<file path="src/rtl/hilo_mdu_pkg.sv">
// Package: operation codes and accumulator update modes shared by the
// multiply-divide unit and its submodules.
package hilo_mdu_pkg;

    // Operation codes presented on op_i; values 13..15 are treated as no-ops.
    typedef enum logic [3:0] {
        OP_MULS  = 4'd0,
        OP_MULU  = 4'd1,
        OP_MADDS = 4'd2,
        OP_MADDU = 4'd3,
        OP_MSUBS = 4'd4,
        OP_MSUBU = 4'd5,
        OP_DIVS  = 4'd6,
        OP_DIVU  = 4'd7,
        OP_SETHI = 4'd8,
        OP_SETLO = 4'd9,
        OP_GETHI = 4'd10,
        OP_GETLO = 4'd11,
        OP_MUL3  = 4'd12,
        OP_RSV13 = 4'd13,
        OP_RSV14 = 4'd14,
        OP_RSV15 = 4'd15
    } mdu_op_e;

    // How the accumulator is updated on a clock edge.
    typedef enum logic [1:0] {
        ACC_HOLD = 2'd0,
        ACC_LOAD = 2'd1,
        ACC_ADD  = 2'd2,
        ACC_SUB  = 2'd3
    } acc_mode_e;

endpackage

</file>
<file path="src/rtl/hilo_mdu_mult.sv">
// Single-cycle multiplier producing the full double-width product.
// Assumes: both operands share one signedness, selected by signed_i.
// The operands are extended to double width, so the truncated product
// is the correct two's-complement result in both modes.
module hilo_mdu_mult #(
    parameter int W = 32
) (
    input  logic [W-1:0]   a_i,
    input  logic [W-1:0]   b_i,
    input  logic           signed_i,
    output logic [2*W-1:0] prod_o
);

    logic [2*W-1:0] ext_a;
    logic [2*W-1:0] ext_b;

    // Extend each operand by sign or by zero, then form the product.
    always_comb begin
        ext_a  = signed_i ? {{W{a_i[W-1]}}, a_i} : {{W{1'b0}}, a_i};
        ext_b  = signed_i ? {{W{b_i[W-1]}}, b_i} : {{W{1'b0}}, b_i};
        prod_o = ext_a * ext_b;
    end

endmodule

</file>
<file path="src/rtl/hilo_mdu_div.sv">
// Iterative restoring divider: one quotient bit per cycle, W cycles in total.
// Assumes: load_i is raised only while busy_o is low.
// fin_o is high during the final iteration cycle, and quo_o/rem_o then carry
// the finished, sign-corrected results for the caller to capture on that edge.
// A zero divisor yields an all-ones quotient and the raw dividend as remainder.
module hilo_mdu_div #(
    parameter int W = 32
) (
    input  logic         clk,
    input  logic         rst_n,
    input  logic         load_i,
    input  logic         signed_i,
    input  logic [W-1:0] dividend_i,
    input  logic [W-1:0] divisor_i,
    output logic         busy_o,
    output logic         fin_o,
    output logic [W-1:0] quo_o,
    output logic [W-1:0] rem_o
);

    localparam int CW = $clog2(W + 1);

    logic [CW-1:0] cnt_q;
    logic [W-1:0]  rem_q, dq_q, dvs_q, orig_q;
    logic          negq_q, negr_q, zero_q;

    logic [W-1:0]  mag_a, mag_b;
    logic [W:0]    shifted, diff;
    logic          take;
    logic [W-1:0]  rem_nx, dq_nx;

    // Operand magnitudes for the signed form.
    always_comb begin
        mag_a = (signed_i && dividend_i[W-1]) ? -dividend_i : dividend_i;
        mag_b = (signed_i && divisor_i[W-1])  ? -divisor_i  : divisor_i;
    end

    // One restoring step: shift in a dividend bit and try a subtraction.
    always_comb begin
        shifted = {rem_q, dq_q[W-1]};
        diff    = shifted - {1'b0, dvs_q};
        take    = ~diff[W];
        rem_nx  = take ? diff[W-1:0] : shifted[W-1:0];
        dq_nx   = {dq_q[W-2:0], take};
    end

    // Iteration state: load operands, then step once per cycle until the count runs out.
    always_ff @(posedge clk) begin
        if (!rst_n) begin
            cnt_q  <= '0;
            rem_q  <= '0;
            dq_q   <= '0;
            dvs_q  <= '0;
            orig_q <= '0;
            negq_q <= 1'b0;
            negr_q <= 1'b0;
            zero_q <= 1'b0;
        end else if (load_i) begin
            cnt_q  <= CW'(W);
            rem_q  <= '0;
            dq_q   <= mag_a;
            dvs_q  <= mag_b;
            orig_q <= dividend_i;
            negq_q <= signed_i && (dividend_i[W-1] ^ divisor_i[W-1]);
            negr_q <= signed_i && dividend_i[W-1];
            zero_q <= (divisor_i == '0);
        end else if (busy_o) begin
            cnt_q <= cnt_q - CW'(1);
            rem_q <= rem_nx;
            dq_q  <= dq_nx;
        end
    end

    // Status and final results; the sign correction is applied on the last step.
    always_comb begin
        busy_o = (cnt_q != '0);
        fin_o  = (cnt_q == CW'(1));
        quo_o  = zero_q ? '1     : (negq_q ? -dq_nx  : dq_nx);
        rem_o  = zero_q ? orig_q : (negr_q ? -rem_nx : rem_nx);
    end

endmodule

</file>
<file path="src/rtl/hilo_mdu_acc.sv">
// Double-width accumulator holding the HI (upper) and LO (lower) words.
// Assumes: at most one update mode per cycle. A load writes only the halves
// enabled in half_we_i ({HI, LO}); add and subtract act on the full width.
module hilo_mdu_acc #(
    parameter int W = 32
) (
    input  logic                   clk,
    input  logic                   rst_n,
    input  hilo_mdu_pkg::acc_mode_e mode_i,
    input  logic [1:0]             half_we_i,
    input  logic [2*W-1:0]         opnd_i,
    output logic [W-1:0]           hi_o,
    output logic [W-1:0]           lo_o
);
    import hilo_mdu_pkg::*;

    logic [2*W-1:0] acc_q;

    // Accumulator update: hold, partial load, add or subtract.
    always_ff @(posedge clk) begin
        if (!rst_n) begin
            acc_q <= '0;
        end else begin
            case (mode_i)
                ACC_LOAD: begin
                    if (half_we_i[1]) acc_q[2*W-1:W] <= opnd_i[2*W-1:W];
                    if (half_we_i[0]) acc_q[W-1:0]   <= opnd_i[W-1:0];
                end
                ACC_ADD:  acc_q <= acc_q + opnd_i;
                ACC_SUB:  acc_q <= acc_q - opnd_i;
                default:  acc_q <= acc_q;
            endcase
        end
    end

    // Split view of the accumulator.
    always_comb begin
        hi_o = acc_q[2*W-1:W];
        lo_o = acc_q[W-1:0];
    end

endmodule

</file>
<file path="src/rtl/hilo_mdu.sv">
// Multiply-divide unit top level: decodes the operation and steers the
// multiplier and divider results into the HI/LO accumulator or the result register.
// Assumes: start_i is a one-cycle request. Starts that arrive while a divide
// is iterating are dropped. The divider's final write has priority over decode.
module hilo_mdu #(
    parameter int W = 32
) (
    input  logic         clk,
    input  logic         rst_n,
    input  logic         start_i,
    input  logic [3:0]   op_i,
    input  logic [W-1:0] opa_i,
    input  logic [W-1:0] opb_i,
    output logic         busy_o,
    output logic         done_o,
    output logic [W-1:0] result_o
);
    import hilo_mdu_pkg::*;

    mdu_op_e        op;
    logic           accept;
    logic           mul_signed;
    logic [2*W-1:0] prod;
    logic           div_busy, div_fin, div_load, div_signed;
    logic [W-1:0]   div_quo, div_rem;
    acc_mode_e      acc_mode;
    logic [1:0]     acc_we;
    logic [2*W-1:0] acc_opnd;
    logic [W-1:0]   hi_q, lo_q;
    logic           rd_en;
    logic [W-1:0]   rd_val;
    logic           done_q;
    logic [W-1:0]   result_q;

    // Request qualification and multiplier signedness.
    always_comb begin
        op         = mdu_op_e'(op_i);
        accept     = start_i && !div_busy;
        mul_signed = !(op == OP_MULU || op == OP_MADDU || op == OP_MSUBU);
        div_signed = (op == OP_DIVS);
        div_load   = accept && (op == OP_DIVS || op == OP_DIVU);
    end

    hilo_mdu_mult #(.W(W)) u_mult (
        .a_i      (opa_i),
        .b_i      (opb_i),
        .signed_i (mul_signed),
        .prod_o   (prod)
    );

    hilo_mdu_div #(.W(W)) u_div (
        .clk        (clk),
        .rst_n      (rst_n),
        .load_i     (div_load),
        .signed_i   (div_signed),
        .dividend_i (opa_i),
        .divisor_i  (opb_i),
        .busy_o     (div_busy),
        .fin_o      (div_fin),
        .quo_o      (div_quo),
        .rem_o      (div_rem)
    );

    // Decode: choose the accumulator update and the value for the read port.
    always_comb begin
        acc_mode = ACC_HOLD;
        acc_we   = 2'b11;
        acc_opnd = prod;
        rd_en    = 1'b0;
        rd_val   = hi_q;
        if (div_fin) begin
            acc_mode = ACC_LOAD;
            acc_opnd = {div_rem, div_quo};
        end else if (accept) begin
            case (op)
                OP_MULS, OP_MULU:   acc_mode = ACC_LOAD;
                OP_MADDS, OP_MADDU: acc_mode = ACC_ADD;
                OP_MSUBS, OP_MSUBU: acc_mode = ACC_SUB;
                OP_SETHI: begin
                    acc_mode = ACC_LOAD;
                    acc_we   = 2'b10;
                    acc_opnd = {opa_i, opa_i};
                end
                OP_SETLO: begin
                    acc_mode = ACC_LOAD;
                    acc_we   = 2'b01;
                    acc_opnd = {opa_i, opa_i};
                end
                OP_GETHI: begin
                    rd_en  = 1'b1;
                    rd_val = hi_q;
                end
                OP_GETLO: begin
                    rd_en  = 1'b1;
                    rd_val = lo_q;
                end
                OP_MUL3: begin
                    rd_en  = 1'b1;
                    rd_val = prod[W-1:0];
                end
                default: acc_mode = ACC_HOLD;
            endcase
        end
    end

    hilo_mdu_acc #(.W(W)) u_acc (
        .clk       (clk),
        .rst_n     (rst_n),
        .mode_i    (acc_mode),
        .half_we_i (acc_we),
        .opnd_i    (acc_opnd),
        .hi_o      (hi_q),
        .lo_o      (lo_q)
    );

    // Completion pulse and registered read result.
    always_ff @(posedge clk) begin
        if (!rst_n) begin
            done_q   <= 1'b0;
            result_q <= '0;
        end else begin
            done_q <= (accept && !div_load) || div_fin;
            if (rd_en) result_q <= rd_val;
        end
    end

    // Output drive.
    always_comb begin
        busy_o   = div_busy;
        done_o   = done_q;
        result_o = result_q;
    end

endmodule

</file>
<file path="config.mk">
export PLATFORM = sky130hd
export DESIGN_NAME = hilo_mdu
export DESIGN_NICKNAME = d
export VERILOG_FILES = /design/src/rtl/hilo_mdu_pkg.sv /design/src/rtl/hilo_mdu_mult.sv /design/src/rtl/hilo_mdu_div.sv /design/src/rtl/hilo_mdu_acc.sv /design/src/rtl/hilo_mdu.sv
export SDC_FILE = /design/constraint.sdc
export NUM_CORES = 2
export LEC_CHECK = 0
export ABC_CLOCK_PERIOD_IN_PS = 22800
export BUFFER_PORTS_ARGS = -buffer_cell sky130_fd_sc_hd__buf_2
export CAP_MARGIN = 30
export CORE_UTILIZATION = 35
export CTS_CLUSTER_DIAMETER = 200
export DETAILED_ROUTE_END_ITERATION = 16
export SYNTH_ARGS = -nofsm -noshare
export SYNTH_HDL_FRONTEND = slang
export SYNTH_SLANG_ARGS = --single-unit
</file>
<file path="constraint.sdc">
create_clock -name clk -period 22.8 [get_ports clk]
set_input_delay 2.28 -clock clk [delete_from_list [all_inputs] [get_ports clk]]
set_output_delay 2.28 -clock clk [all_outputs]
set_load 0.005 [all_outputs]
</file>
Word-level counts from Yosys, hierarchy flattened. Cells that the tools add are included. W data, S select, Z words.

Logic and storage cells: 99. Register bits after elaboration: 234. Bits of input ports: 71. Output and inout bits: 34.

Multiply operators: 1. Eq/ne operators: 18. Bitwise logic cells: 3. Add/sub/neg operators: 8. Mux-type cells: 31. Reductions and logical operators: 25.

Operators with widths (number): $mux W32 (13); $mux W64 (5); $pmux W64 S3 (1); $neg A32 Y32 (4); $add A64 B64 Y64 (1); $mul A64 B64 Y64 (1); $pmux W32 S2 (1); $sub A64 B64 Y64 (1); $sub A33 B32 Y33 (1); $logic_not A32 Y1 (1); $eq A4 B4 Y1 const B (5); $eq A4 B3 Y1 const B (4); $mux W6 (2); $eq A4 B2 Y1 const B (2); $mux W2 (4); $reduce_or A2 Y1 (4); $eq A6 B1 Y1 const B (1); $logic_and A1 B1 Y1 (6); $pmux W2 S3 (1); $reduce_bool A6 Y1 (1); $sub A6 B1 Y6 const B (1); $eq A2 B2 Y1 const B (2); $eq A4 B1 Y1 const B (1); $logic_not A4 Y1 (1); 13 further kinds (22).

Longest topological paths before layout.
Depth after elaboration: 10. Mapped depth: 57. Depth with buffers taken out: 53.

Hierarchy. A second synthesis with hierarchy kept.

Cell total of the unflattened synthesis: 8151. Area, all modules: 70450.1 um^2.

By module, submodules not included: hilo_mdu_mult (area each 47928.5 um^2, cells an instance 5120, instances 1, seq. area each 0.0 um^2); hilo_mdu_div (area each 11357.1 um^2, cells an instance 1532, instances 1, seq. area each 2742.6 um^2); hilo_mdu_acc (area each 8227.9 um^2, cells an instance 1098, instances 1, seq. area each 1281.2 um^2); hilo_mdu (area each 2936.6 um^2, cells an instance 401, instances 1, seq. area each 660.6 um^2).

Least setup slack after synthesis. OpenSTA, ideal clock, no wires.

Kind: in2reg. Start point: input op_i[2]. End point: register u_acc.acc_q[63]. Library setup time: 0.079 ns. Path buffers: 5. Data arrival time: 14.552 ns. Stages: 53. Required time: 22.721 ns. Path slack: 8.170 ns. Cells stage by stage: clkbuf_1 -> nand2_1 -> nand3b_1 -> and2_1 -> clkbuf_1 -> clkbuf_1 -> nand2_1 -> fa_1 -> inv_1 -> fa_1 -> fa_1 -> fa_1 -> inv_1 -> fa_1 -> inv_1 -> fa_1 -> fa_1 -> fa_1 -> [17 not listed] -> o31ai_1 -> xor2_1 -> ha_1 -> clkbuf_1 -> nand4_1 -> nor3_1 -> a221oi_1 -> nand4b_1 -> nand3b_1 -> a21oi_1 -> o31ai_1 -> o41ai_1 -> o21ai_0 -> a2111oi_0 -> nor2_1 -> xor3_1 -> a2111o_1 -> o221ai_2.

Cells in the longest elaborated chain, start to end: 10. Elaborated cells between the ends (all ways): 36. Classes of those cells: add/sub (2); mul (1); eq/ne (11); mux (13); reduce/logical (9).

RTL lines: start: declaration (RTL line hilo_mdu.sv:11) `input logic [3:0] op_i,`; $eq A4 B1 Y1 or $eq A4 B2 Y1 (tied branches) (RTL line hilo_mdu.sv:39, hilo_mdu.sv:75); $logic_or A1 B1 Y1 (2 in series) (RTL line hilo_mdu.sv:39) `mul_signed = !(op == OP_MULU || op == OP_MADDU || op == OP_MSUBU);`; $mux W64, on equally long branches (RTL line hilo_mdu_mult.sv:19, hilo_mdu_mult.sv:20); $mul A64 B64 Y64 (RTL line hilo_mdu_mult.sv:21) `prod_o = ext_a * ext_b;`; $mux W64 (RTL line hilo_mdu.sv:75) `case (op)`; $mux W64 (RTL line hilo_mdu.sv:74) `end else if (accept) begin`; $mux W64 (RTL line hilo_mdu.sv:71) `if (div_fin) begin`; $sub A64 B64 Y64 (tied with other cells) (RTL line hilo_mdu_acc.sv:30) `ACC_SUB: acc_q <= acc_q - opnd_i;`; $pmux W64 S3 (RTL line hilo_mdu_acc.sv:24) `case (mode_i)`; end signal: indexed assignment (RTL line hilo_mdu_acc.sv:26) `if (half_we_i[1]) acc_q[2*W-1:W] <= opnd_i[2*W-1:W];`; end signal: assignment (RTL line hilo_mdu_acc.sv:30); end signal: assignment (RTL line hilo_mdu_acc.sv:31) `default: acc_q <= acc_q;`; end: declaration (RTL line hilo_mdu_acc.sv:17) `logic [2*W-1:0] acc_q;`.

Parallel ways exist; a longest one is shown, timed or not. The select of a mux whose other input is x is not followed. A chain may end at the register's enable or synchronous reset.

Worst setup path after layout.
Start point: input op_i[3]. End point: register u_acc.acc_q[63].

Same word-level chain as after synthesis.

==> impl_results.md <==
- Reg clk slew, reported paths: approximately 0.06 ns
- Register area share after synthesis: 0.0678
- Number of I/O port buffers: 104
- Slowest stage delay, CP: roughly 0.90 ns
- Top cells by area, synth: fa_1, inv_1, ha_1
- Sink Count: 234
- Syn avg cell area: 8.49 sq um
- Setup Buffers After CTS: 0
- Status: finished clean
- Worst r2r path cells: 44
- Most frequent cells in the layout: inv_1, fa_1, nand2_1
- Slew margin rel.: 0.169
- Multi-input gate area: 56400 sq um
- Grt total ovfl: 0
- FP Rows: 162
- Cell variety after synth: 106
- Area fraction of the dominant cell type after synthesis: 0.413
- Hold Path Stages: 2
- Area leader, netlist: fa_1
- Total Routed Length: about 240 mm
- # setup viols final: 0
- Starting Density: 0.353
- Worst setup SP type: input pin
- Clk_lat worst skew: 0.61 ns
- Ys async rst share: 0
- WP data arrival: 17.07 ns
- Critical path class: in -> reg
- Die area: 199000 sq um
- # H-tree levels: 1
- First-pass GRT wire length: 371 mm
- IO Count: 105
- Critical Path Fanout Max: 23
- First-pass detailed-route iteration total: 8
- CTS Hold Bufs: 0
- Vert. Die Dim: roughly 450 um
- Hold/Removal Path Class: reg -> reg
- Reg area: 4680 sq um
- Hold Fails Final Rpt: 0
- Iter 0 DRT Violations: 4896
- Setup TNS: 0 ns
- Area grow syn2layout: 5.91%
- Initial antenna violation count: 13
- Core region area: 196000 sq um
- Worst setup EP type: flop
- F_max: 0.0605 GHz
- Largest net degree at the start of global routing: 80
- Vias per cell: around 5.3
- Clock skew: roughly 0.021 ns
- Final worst setup slack: 6.26 ns
- CTS buffer count: 30
- Commonest non-fill, non-tap cell in the layout: inv_1
- Cell mode on critical path: fa_1
- Max cap viols: 0
- Clk buf depth: 3
- Least-Margin Pin Slew: 1.24 ns
- Post-Syn Nets: 10000
- Residual DRC: 0
- CTS tree: yes
- Post-DP HPWL: 194 mm
- Fill cells: 20000
- DR WL/cell: 22.8 um
- Pins over their slew limit: 0
- Fin crit period: 16.54 ns
- Vias in the first global route: 60000
- Syn Inst Count: 8144
- Layout cell share with drive strength beyond 1: 0.0449
- Worst path slowest cell: o21ai_0
- Die W: 446 um
- Number of enable flip-flop cells after synthesis: 0
- RSZ-0062 raised after global routing: no
- Synthesis Warnings: 0
- GRT Overall Usage: 0.244
- Top_reg_cell synth: dfxtp_1
- CP required: 23.33 ns
- Seq cells post-synth: 234
- DR vias: 56400
- Final Wtd Congestion: 1.02
- Mapped Area: 69100 sq um
- Post-Place Setup Slack: 5.77 ns
- Resized Gates After CTS: 0
- Root Buffer: clkbuf_16
- Antenna-violating nets left: 0
- Final #Nets: 9813
- Tcrit/Tclk final: 0.725
==> layer usage <==
metal / global-route usage / vias up / share of wire
met3: 0.0266 / 528 / 0.064
met5: 0 / - / 0.000096
met1: 0.302 / 28900 / 0.39
met4: 0.130 / 4 / 0.065
li1: - / 24900 / -
met2: 0.416 / 2124 / 0.48
==> cell usage after synthesis, types with 42 or more instances <==
| cell | number |
|---|---|
| inv_1 | 1662 |
| fa_1 | 1426 |
| nand2_1 | 1104 |
| ha_1 | 405 |
| clkbuf_1 | 385 |
| and2_1 | 355 |
| nor2_1 | 345 |
| a21oi_1 | 331 |
| dfxtp_1 | 234 |
| o21ai_0 | 218 |
| xnor2_1 | 214 |
| xor2_1 | 138 |
| a211oi_1 | 117 |
| nor3_1 | 87 |
| a21o_1 | 74 |
| buf_1 | 69 |
| nand3_1 | 62 |
| nor2b_1 | 50 |
| a31oi_1 | 46 |
| and3_1 | 45 |
| o211ai_1 | 45 |
| or3_1 | 43 |
| o31ai_1 | 42 |
==> metrics by stage <==
step | cell area [sq um] | hold WS (ns) | cells | utilization
after global placement | 71900 | 0.437 | 10500 | 0.367
final | 73200 | 0.453 | 10600 | 0.374
after global routing | 73200 | 0.470 | 10600 | 0.374
after CTS | 73100 | 0.456 | 10600 | 0.374
after floorplan | 69100 | 0.431 | 8144 | -
after detailed placement | 72000 | 0.447 | 10500 | 0.368
==> flip-flops by register name (all words and copies together) (netlist names), 6 cells and up <==
| signal | cells |
|---|---|
| u_div.dvs_q | 32 |
| u_div.orig_q | 32 |
| u_div.cnt_q | 6 |
| u_acc.acc_q | 64 |
| u_div.dq_q | 32 |
| u_div.rem_q | 32 |
| result_o | 32 |
==> worst paths after layout <==
path | startpoint | to | slack (ns)
setup / recovery | op_i[3] | u_acc.acc_q[63]$_SDFFE_PN0P_ | 6.26
hold reg to reg | u_div.dvs_q[31]$_SDFFE_PN0P_ | u_div.dvs_q[31]$_SDFFE_PN0P_ | 0.45
setup reg to reg | u_div.dq_q[31]$_SDFFE_PN0P_ | u_acc.acc_q[60]$_SDFFE_PN0P_ | 11.33
hold / removal | u_div.dvs_q[31]$_SDFFE_PN0P_ | u_div.dvs_q[31]$_SDFFE_PN0P_ | 0.45
==> final cells by class <==
class                   instances  area share
multi-input cells            5770       0.771
inverters                    1664      0.0854
flip-flops and latches        234      0.0640
well taps                    2624      0.0449
repair buffers                211      0.0195
clock buffers                  35      0.0114
clock inverters                18     0.00398
diodes                          6    0.000205
==> critical path: cells and delay by family <==
kind,cells,cell delay [ns]
simple gates,14,2.90
buf+inv,7,0.99
compound gates,13,4.40
xor+xnor,3,0.58
fa+ha+maj,12,5.86
==> logic make-up (layout without fill, tap and decap cells) <==
group | after synthesis | in the layout | synth area share
fa+ha+maj | 1833 | 1833 | 0.487
mux | 43 | 43 | 0.00637
compound gates | 1253 | 1253 | 0.122
xor+xnor | 354 | 354 | 0.0452
buf+inv | 2140 | 1928 | 0.117
flops | 234 | 234 | 0.0678
simple gates | 2287 | 2287 | 0.155
other cells | 0 | 6 | 0
Power is left out: the tool's default activity adds up to more than one toggle a clock period on the data nets, which glitch-free logic cannot reach.
